==> src/rtl/wdog_pkg.sv <==
package wdog_pkg;

    localparam int unsigned OFS_CTRL   = 0;
    localparam int unsigned OFS_PERIOD = 1;
    localparam int unsigned OFS_KICK   = 2;
    localparam logic [7:0]  KICK_MAGIC = 8'h6b;

    typedef struct packed {
        logic tmo_en;   // byte bit 7
        logic rst_en;   // byte bit 6
        logic lock;     // byte bit 2
        logic rcv_en;   // byte bit 1
        logic nrm_en;   // byte bit 0
    } ctrl_t;

    function automatic logic [7:0] ctrl_to_byte(ctrl_t c);
        return {c.tmo_en, c.rst_en, 3'b000, c.lock, c.rcv_en, c.nrm_en};
    endfunction

    function automatic ctrl_t byte_to_ctrl(logic [7:0] b);
        ctrl_t c;
        c.tmo_en = b[7];
        c.rst_en = b[6];
        c.lock   = b[2];
        c.rcv_en = b[1];
        c.nrm_en = b[0];
        return c;
    endfunction

endpackage

==> src/rtl/wdog_tick.sv <==
module wdog_tick #(
    parameter int unsigned CLK_PER_SEC = 50_000_000
) (
    input  logic clk,
    input  logic rst_n,
    input  logic run,
    input  logic restart,
    output logic tick
);
    localparam int unsigned PW = (CLK_PER_SEC > 2) ? $clog2(CLK_PER_SEC) : 1;
    localparam logic [PW-1:0] LAST = PW'(CLK_PER_SEC - 1);

    logic [PW-1:0] pre_d, pre_q;

    always_comb begin
        pre_d = pre_q;
        if (restart || !run)   pre_d = '0;
        else if (pre_q == LAST) pre_d = '0;
        else                   pre_d = pre_q + 1'b1;
    end

    always_ff @(posedge clk) begin
        if (!rst_n) pre_q <= '0;
        else        pre_q <= pre_d;
    end

    assign tick = run && (pre_q == LAST);
endmodule

==> src/rtl/wdog_regs.sv <==
module wdog_regs
    import wdog_pkg::*;
#(
    parameter int unsigned ADDR_W      = 2,
    parameter int unsigned DATA_W      = 8,
    parameter int unsigned DEF_TIMEOUT = 30
) (
    input  logic              clk,
    input  logic              rst_n,
    input  logic [1:0]        strap_en,
    input  logic [ADDR_W-1:0] bus_addr,
    input  logic              bus_we,
    input  logic [DATA_W-1:0] bus_wdata,
    input  logic              fire,
    output ctrl_t             ctrl,
    output logic [DATA_W-1:0] period,
    output logic              kick,
    output logic [DATA_W-1:0] bus_rdata
);
    typedef struct packed {
        ctrl_t             ctrl;
        logic [DATA_W-1:0] period;
    } regs_t;

    regs_t st_d, st_q;
    logic  sel_ctrl, sel_period, sel_kick;

    assign sel_ctrl   = (bus_addr == ADDR_W'(OFS_CTRL));
    assign sel_period = (bus_addr == ADDR_W'(OFS_PERIOD));
    assign sel_kick   = (bus_addr == ADDR_W'(OFS_KICK));

    always_comb begin
        st_d = st_q;
        if (bus_we && sel_ctrl && !st_q.ctrl.lock)
            st_d.ctrl = byte_to_ctrl(bus_wdata[7:0]);
        if (bus_we && sel_period)
            st_d.period = bus_wdata;
        if (fire) begin
            st_d.ctrl.nrm_en = 1'b0;
            st_d.ctrl.rcv_en = 1'b0;
        end
    end

    always_ff @(posedge clk) begin
        if (!rst_n) begin
            st_q.ctrl.tmo_en <= 1'b0;
            st_q.ctrl.rst_en <= 1'b1;
            st_q.ctrl.lock   <= 1'b0;
            st_q.ctrl.rcv_en <= strap_en[1];
            st_q.ctrl.nrm_en <= strap_en[0];
            st_q.period      <= DATA_W'(DEF_TIMEOUT);
        end else begin
            st_q <= st_d;
        end
    end

    assign ctrl   = st_q.ctrl;
    assign period = st_q.period;
    assign kick   = bus_we && sel_kick && (bus_wdata == DATA_W'(KICK_MAGIC));

    always_comb begin
        if (sel_ctrl)        bus_rdata = DATA_W'(ctrl_to_byte(st_q.ctrl));
        else if (sel_period) bus_rdata = st_q.period;
        else                 bus_rdata = '0;
    end
endmodule

==> src/rtl/wdog_countdown.sv <==
module wdog_countdown #(
    parameter int unsigned DATA_W      = 8,
    parameter int unsigned DEF_TIMEOUT = 30
) (
    input  logic              clk,
    input  logic              rst_n,
    input  logic              kick,
    input  logic [DATA_W-1:0] reload,
    input  logic              tick,
    output logic [DATA_W-1:0] cnt
);
    logic [DATA_W-1:0] cnt_d, cnt_q;

    always_comb begin
        cnt_d = cnt_q;
        if (kick)                    cnt_d = reload;
        else if (tick && cnt_q != '0) cnt_d = cnt_q - 1'b1;
    end

    always_ff @(posedge clk) begin
        if (!rst_n) cnt_q <= DATA_W'(DEF_TIMEOUT);
        else        cnt_q <= cnt_d;
    end

    assign cnt = cnt_q;
endmodule

==> src/rtl/wdog_pulse.sv <==
module wdog_pulse #(
    parameter int unsigned PULSE_CYCLES = 16
) (
    input  logic clk,
    input  logic rst_n,
    input  logic fire,
    input  logic rst_en,
    input  logic tmo_en,
    input  logic rcv_en,
    output logic board_rst_req,
    output logic tmo_line,
    output logic failsafe_sel
);
    localparam int unsigned PW = $clog2(PULSE_CYCLES + 1);

    typedef struct packed {
        logic [PW-1:0] left;
        logic          rst_sel;
        logic          tmo_sel;
        logic          fsafe;
    } pulse_t;

    pulse_t st_d, st_q;

    always_comb begin
        st_d = st_q;
        if (st_q.left != '0) st_d.left = st_q.left - 1'b1;
        if (fire) begin
            st_d.left    = PW'(PULSE_CYCLES);
            st_d.rst_sel = rst_en;
            st_d.tmo_sel = tmo_en;
            if (rcv_en) st_d.fsafe = 1'b1;
        end
    end

    always_ff @(posedge clk) begin
        if (!rst_n) st_q <= '0;
        else        st_q <= st_d;
    end

    assign board_rst_req = (st_q.left != '0) && st_q.rst_sel;
    assign tmo_line      = (st_q.left != '0) && st_q.tmo_sel;
    assign failsafe_sel  = st_q.fsafe;
endmodule

==> src/rtl/sup_wdog.sv <==
module sup_wdog
    import wdog_pkg::*;
#(
    parameter int unsigned ADDR_W       = 2,
    parameter int unsigned DATA_W       = 8,
    parameter int unsigned CLK_PER_SEC  = 50_000_000,
    parameter int unsigned PULSE_CYCLES = 16,
    parameter int unsigned DEF_TIMEOUT  = 30
) (
    input  logic              clk,
    input  logic              rst_n,
    input  logic [1:0]        strap_en,
    input  logic [ADDR_W-1:0] bus_addr,
    input  logic              bus_we,
    input  logic [DATA_W-1:0] bus_wdata,
    output logic [DATA_W-1:0] bus_rdata,
    output logic              board_rst_req,
    output logic              tmo_line,
    output logic              failsafe_sel
);
    ctrl_t             ctrl_w;
    logic [DATA_W-1:0] period_w;
    logic [DATA_W-1:0] cnt_w;
    logic              kick_w, tick_w, armed_w, fire_w;

    assign armed_w = ctrl_w.nrm_en || ctrl_w.rcv_en;
    assign fire_w  = armed_w && (cnt_w == '0);

    wdog_regs #(.ADDR_W(ADDR_W), .DATA_W(DATA_W), .DEF_TIMEOUT(DEF_TIMEOUT)) u_regs (
        .clk(clk), .rst_n(rst_n), .strap_en(strap_en),
        .bus_addr(bus_addr), .bus_we(bus_we), .bus_wdata(bus_wdata),
        .fire(fire_w), .ctrl(ctrl_w), .period(period_w), .kick(kick_w),
        .bus_rdata(bus_rdata)
    );

    wdog_tick #(.CLK_PER_SEC(CLK_PER_SEC)) u_tick (
        .clk(clk), .rst_n(rst_n), .run(armed_w), .restart(kick_w), .tick(tick_w)
    );

    wdog_countdown #(.DATA_W(DATA_W), .DEF_TIMEOUT(DEF_TIMEOUT)) u_cnt (
        .clk(clk), .rst_n(rst_n), .kick(kick_w), .reload(period_w),
        .tick(tick_w), .cnt(cnt_w)
    );

    wdog_pulse #(.PULSE_CYCLES(PULSE_CYCLES)) u_pulse (
        .clk(clk), .rst_n(rst_n), .fire(fire_w),
        .rst_en(ctrl_w.rst_en), .tmo_en(ctrl_w.tmo_en), .rcv_en(ctrl_w.rcv_en),
        .board_rst_req(board_rst_req), .tmo_line(tmo_line), .failsafe_sel(failsafe_sel)
    );
endmodule

==> config.mk <==
export PLATFORM = sky130hd
export DESIGN_NAME = sup_wdog
export DESIGN_NICKNAME = d
export VERILOG_FILES = /design/src/rtl/wdog_pkg.sv /design/src/rtl/wdog_tick.sv /design/src/rtl/wdog_regs.sv /design/src/rtl/wdog_countdown.sv /design/src/rtl/wdog_pulse.sv /design/src/rtl/sup_wdog.sv
export SDC_FILE = /design/constraint.sdc
export NUM_CORES = 1
export LEC_CHECK = 0
export CAP_MARGIN = 25
export CORE_MARGIN = 5
export CORE_UTILIZATION = 50
export CTS_BUF_LIST = sky130_fd_sc_hd__clkbuf_4 sky130_fd_sc_hd__clkbuf_8
export DETAILED_ROUTE_END_ITERATION = 10
export PLACE_DENSITY = 0.74
export SLEW_MARGIN = 20
export SYNTH_ARGS = -nofsm -noshare
export SYNTH_HDL_FRONTEND = slang
export SYNTH_HIERARCHICAL = 1
export SYNTH_SLANG_ARGS = --single-unit
==> constraint.sdc <==
create_clock -name clk -period 2.36 [get_ports clk]
set_input_delay 0.472 -clock clk [delete_from_list [all_inputs] [get_ports clk]]
set_output_delay 0.472 -clock clk [all_outputs]
set_load 0.05 [all_outputs]
==> results.toml <==
[status]
status = "complete, no violations"

[global_route]
grt_pass1_vias = 2559
gr-usage-all-layers_pct = 19.4
grt_overflow_total = 0
antenna_found_initial = 0
grt_max_degree = 35
grt_pass1_wl_um = 11700

[die]
core_area_sq_mm = 0.00554
die_w_um = 85.7
start_util_pct = 51.7
die_area_sq_mm = 0.00735
rows = 27
die_y_um = 85.7
io_pins = 26

[logic_synthesis]
synth.most_common_cell = "dfxtp_1"
synth_top_area_share_pct = 37.0
synthArstFlopShare_pct = 0
ys_seq_area_share_pct = 39.1
synthTopCellsByArea = "dfxtp_1 (37%), mux2i_1 (5.6%), nand4_1 (3.5%), nor2_1 (3.4%), o21ai_0 (3.0%)"
yosysTopAreaCell = "dfxtp_1"
ys_ff_latch = 55
synth_cell_types = 56
yosys_warnings = 6
synth_common_cells = "dfxtp_1 (53), nor2_1 (26), nand2_1 (22)"
ys_dominant_reg_cell = "dfxtp_1"
synth-edff-count = 2
netlist_instances = 324
synth_area_per_cell_sq_um = 8.85
syn_nets = 343
synth_area_sq_mm = 0.00287

[sta]
slew_viol_final = 0
max_freq_mhz = 436
holdWs_ps = 490
report.final.setup_viol = 0
final.setup.worst_slack_ps = 66.4
tightest_slew_ps = 783
fin_crit_ps = 2290
timing.final.crit_share_pct = 97.2
timing.final.hold_violations = 0
slew_headroom_pct = 47.7
rsz0062_at_grt = "yes"
finalSetupTns_ps = 0
clock_skew_ps = 11.5

[cts]
cts_sinks = 55
cts_hold_buf = 0
clockRootBuffer = "clkbuf_8"
clk_pin_slew_ps = 90
cts_tree = "yes"
cts_setup_buffers = 0
cts-htree-levels = 2
clk_latency_ps = 310
cts_made_buffers = 5
clockBufferDepth = 2

[worst_setup_path]
crit_arrival_ps = 2530
crit_path_max_fanout = 3
crit_path_start_kind = "register"
cp_slowest_cell = "or4b_4"
end_kind = "register"
worstPathCellList = "nor4_4, nand4_1, nor4_2, or4b_4, or4_4, a31oi_1"
crit_buf_inv = 0
crit_required_ps = 2600
cpLargestDelayFamily = "simple AND/OR/NAND/NOR gates"
cp_slowest_stage_delay_ps = 560
critical_path_class = "reg2reg"

[power]
switching_power_mw = 0.533
swShare_pct = 26.5
combPwrFrac_pct = 20.0
p_int_mw = 1.48
finalPower_mw = 2.01
power_frac_clock_pct = 28.6
seqPwrFrac_pct = 51.4
p_leak_nw = 1.37
power_density_mw_per_mm2 = 546
ir_drop_uv = 345

[final_layout]
n_fill_cell = 476
diodes = 0
area_growth_pct = 28.4
fin_util_pct = 66.4
layout.nets = 399
layout-drive-gt1-share_pct = 21.8

[detailed_routing]
via_count = 2631
drt-pass1-iter-count = 4
drt-total-wl_um = 6920
drc = 0
ant_nets = 0
drt-initial-drc-count = 216
viasPerCell = 5.81
wire_per_inst_um = 15.3

[hold_path]
min_path_type = "reg2reg"

[placement]
hpwl_um = 5090
globalplace.congestion = 0.843
port_buffers = 25
pre_cts_ws_ps = -92.5

[job]
cap_violations = 0
-- flip-flops by register name (all words and copies together), names as in the netlist --
| register | cells |
|---|---|
| u_pulse/failsafe_sel | 1 |
| u_pulse/st_q | 7 |
| u_regs/ctrl | 5 |
| u_tick/pre_q | 26 |
| u_cnt/cnt | 8 |
| u_regs/period | 8 |
-- final timing paths --
path	cells past startpoint	slack, ps	startpoint	to
max	6	70	u_tick/pre_q[7]$_SDFF_PP0_	u_cnt/cnt[5]$_SDFFE_PN0P_
min	2	490	u_regs/period[0]$_SDFFE_PN0P_	u_regs/period[0]$_SDFFE_PN0P_
max reg2reg	6	70	u_tick/pre_q[7]$_SDFF_PP0_	u_cnt/cnt[5]$_SDFFE_PN0P_
min reg2reg	2	490	u_regs/period[0]$_SDFFE_PN0P_	u_regs/period[0]$_SDFFE_PN0P_
-- final cells by class --
type	instances	area [sq um]	area share [%]
timing repair buffer	63	639	17.4
inverter	15	56.3	1.53
clock buffer	8	104	2.82
multi-input combinational	240	1670	45.2
tap	72	90.1	2.45
sequential	55	1130	30.6
-- kinds of logic after synthesis --
logic type	Yosys count	share of synthesized area (%)
AOI/OAI and AO/OA	50	11.0
xor gates and xnor gates	16	4.89
adders and majority gates	4	1.75
buffers and inverters	29	4.63
DFF	55	39.1
muxes	16	5.59
and+or+nand+nor	154	33.1
-- timing repair --
item,in CTS,in global routing
hold endpoints to repair,0,0
gates resized for setup,3,10
pin swaps,2,7
endpoints found under the setup margin,3,3
-- per-layer routing --
layer	track usage (%)	vias up	share of wire [%]
met1	25.3	1247	45
met5	0	-	0
met3	4.13	19	5.0
met2	30.9	73	47
li1	-	1292	-
met4	8.20	0	2.8
-- cells in the final DEF (no fill, tap or decap), drive strengths merged, types with 2 or more instances in the layout --
| cell | n |
|---|---|
| a211oi | 4 |
| a21oi | 12 |
| a31oi | 2 |
| and2 | 5 |
| and3 | 6 |
| and4 | 5 |
| buf | 48 |
| clkbuf | 8 |
| clkdlybuf4s50 | 15 |
| dfxtp | 53 |
| edfxtp | 2 |
| ha | 4 |
| inv | 15 |
| mux2i | 16 |
| nand2 | 22 |
| nand3 | 10 |
| nand3b | 6 |
| nand4 | 17 |
| nand4b | 5 |
| nor2 | 26 |
| nor2b | 8 |
| nor3 | 5 |
| nor3b | 3 |
| nor4 | 7 |
| nor4b | 3 |
| o211ai | 5 |
| o21ai | 18 |
| o31ai | 6 |
| or2 | 4 |
| or3 | 8 |
| or3b | 2 |
| or4 | 7 |
| or4b | 3 |
| xnor2 | 8 |
| xor2 | 8 |
-- power by group through the flow --
| stage | combinational (mW) | clock (mW) | sequential (mW) |
|---|---|---|---|
| final | 0.403 | 0.575 | 1.03 |
| after global routing | 0.441 | 0.629 | 1.04 |
| after CTS | 0.405 | 0.594 | 1.03 |
| after detailed placement | 0.404 | 0 | 1.05 |
| after global placement | 0.390 | 0 | 1.05 |
| after floorplan | 0.257 | 0 | 1.04 |
-- per-stage QoR --
step | instance area [sq um] | cells
2_1_floorplan | 2880 | 324
3_3_place_gp | 3520 | 445
3_5_place_dp | 3520 | 445
4_1_cts | 3650 | 453
5_1_grt | 3680 | 453
6_report | 3680 | 453
-- worst register-to-register path: cells and delay by family, from the launching register on --
kind / cells / cell delay, ps
AND/OR/NAND/NOR: 5 / 1770
flip-flops: 1 / 350
AO/OA/AOI/OAI: 1 / 130
No activity file was read; power rests on OpenSTA's default activity.
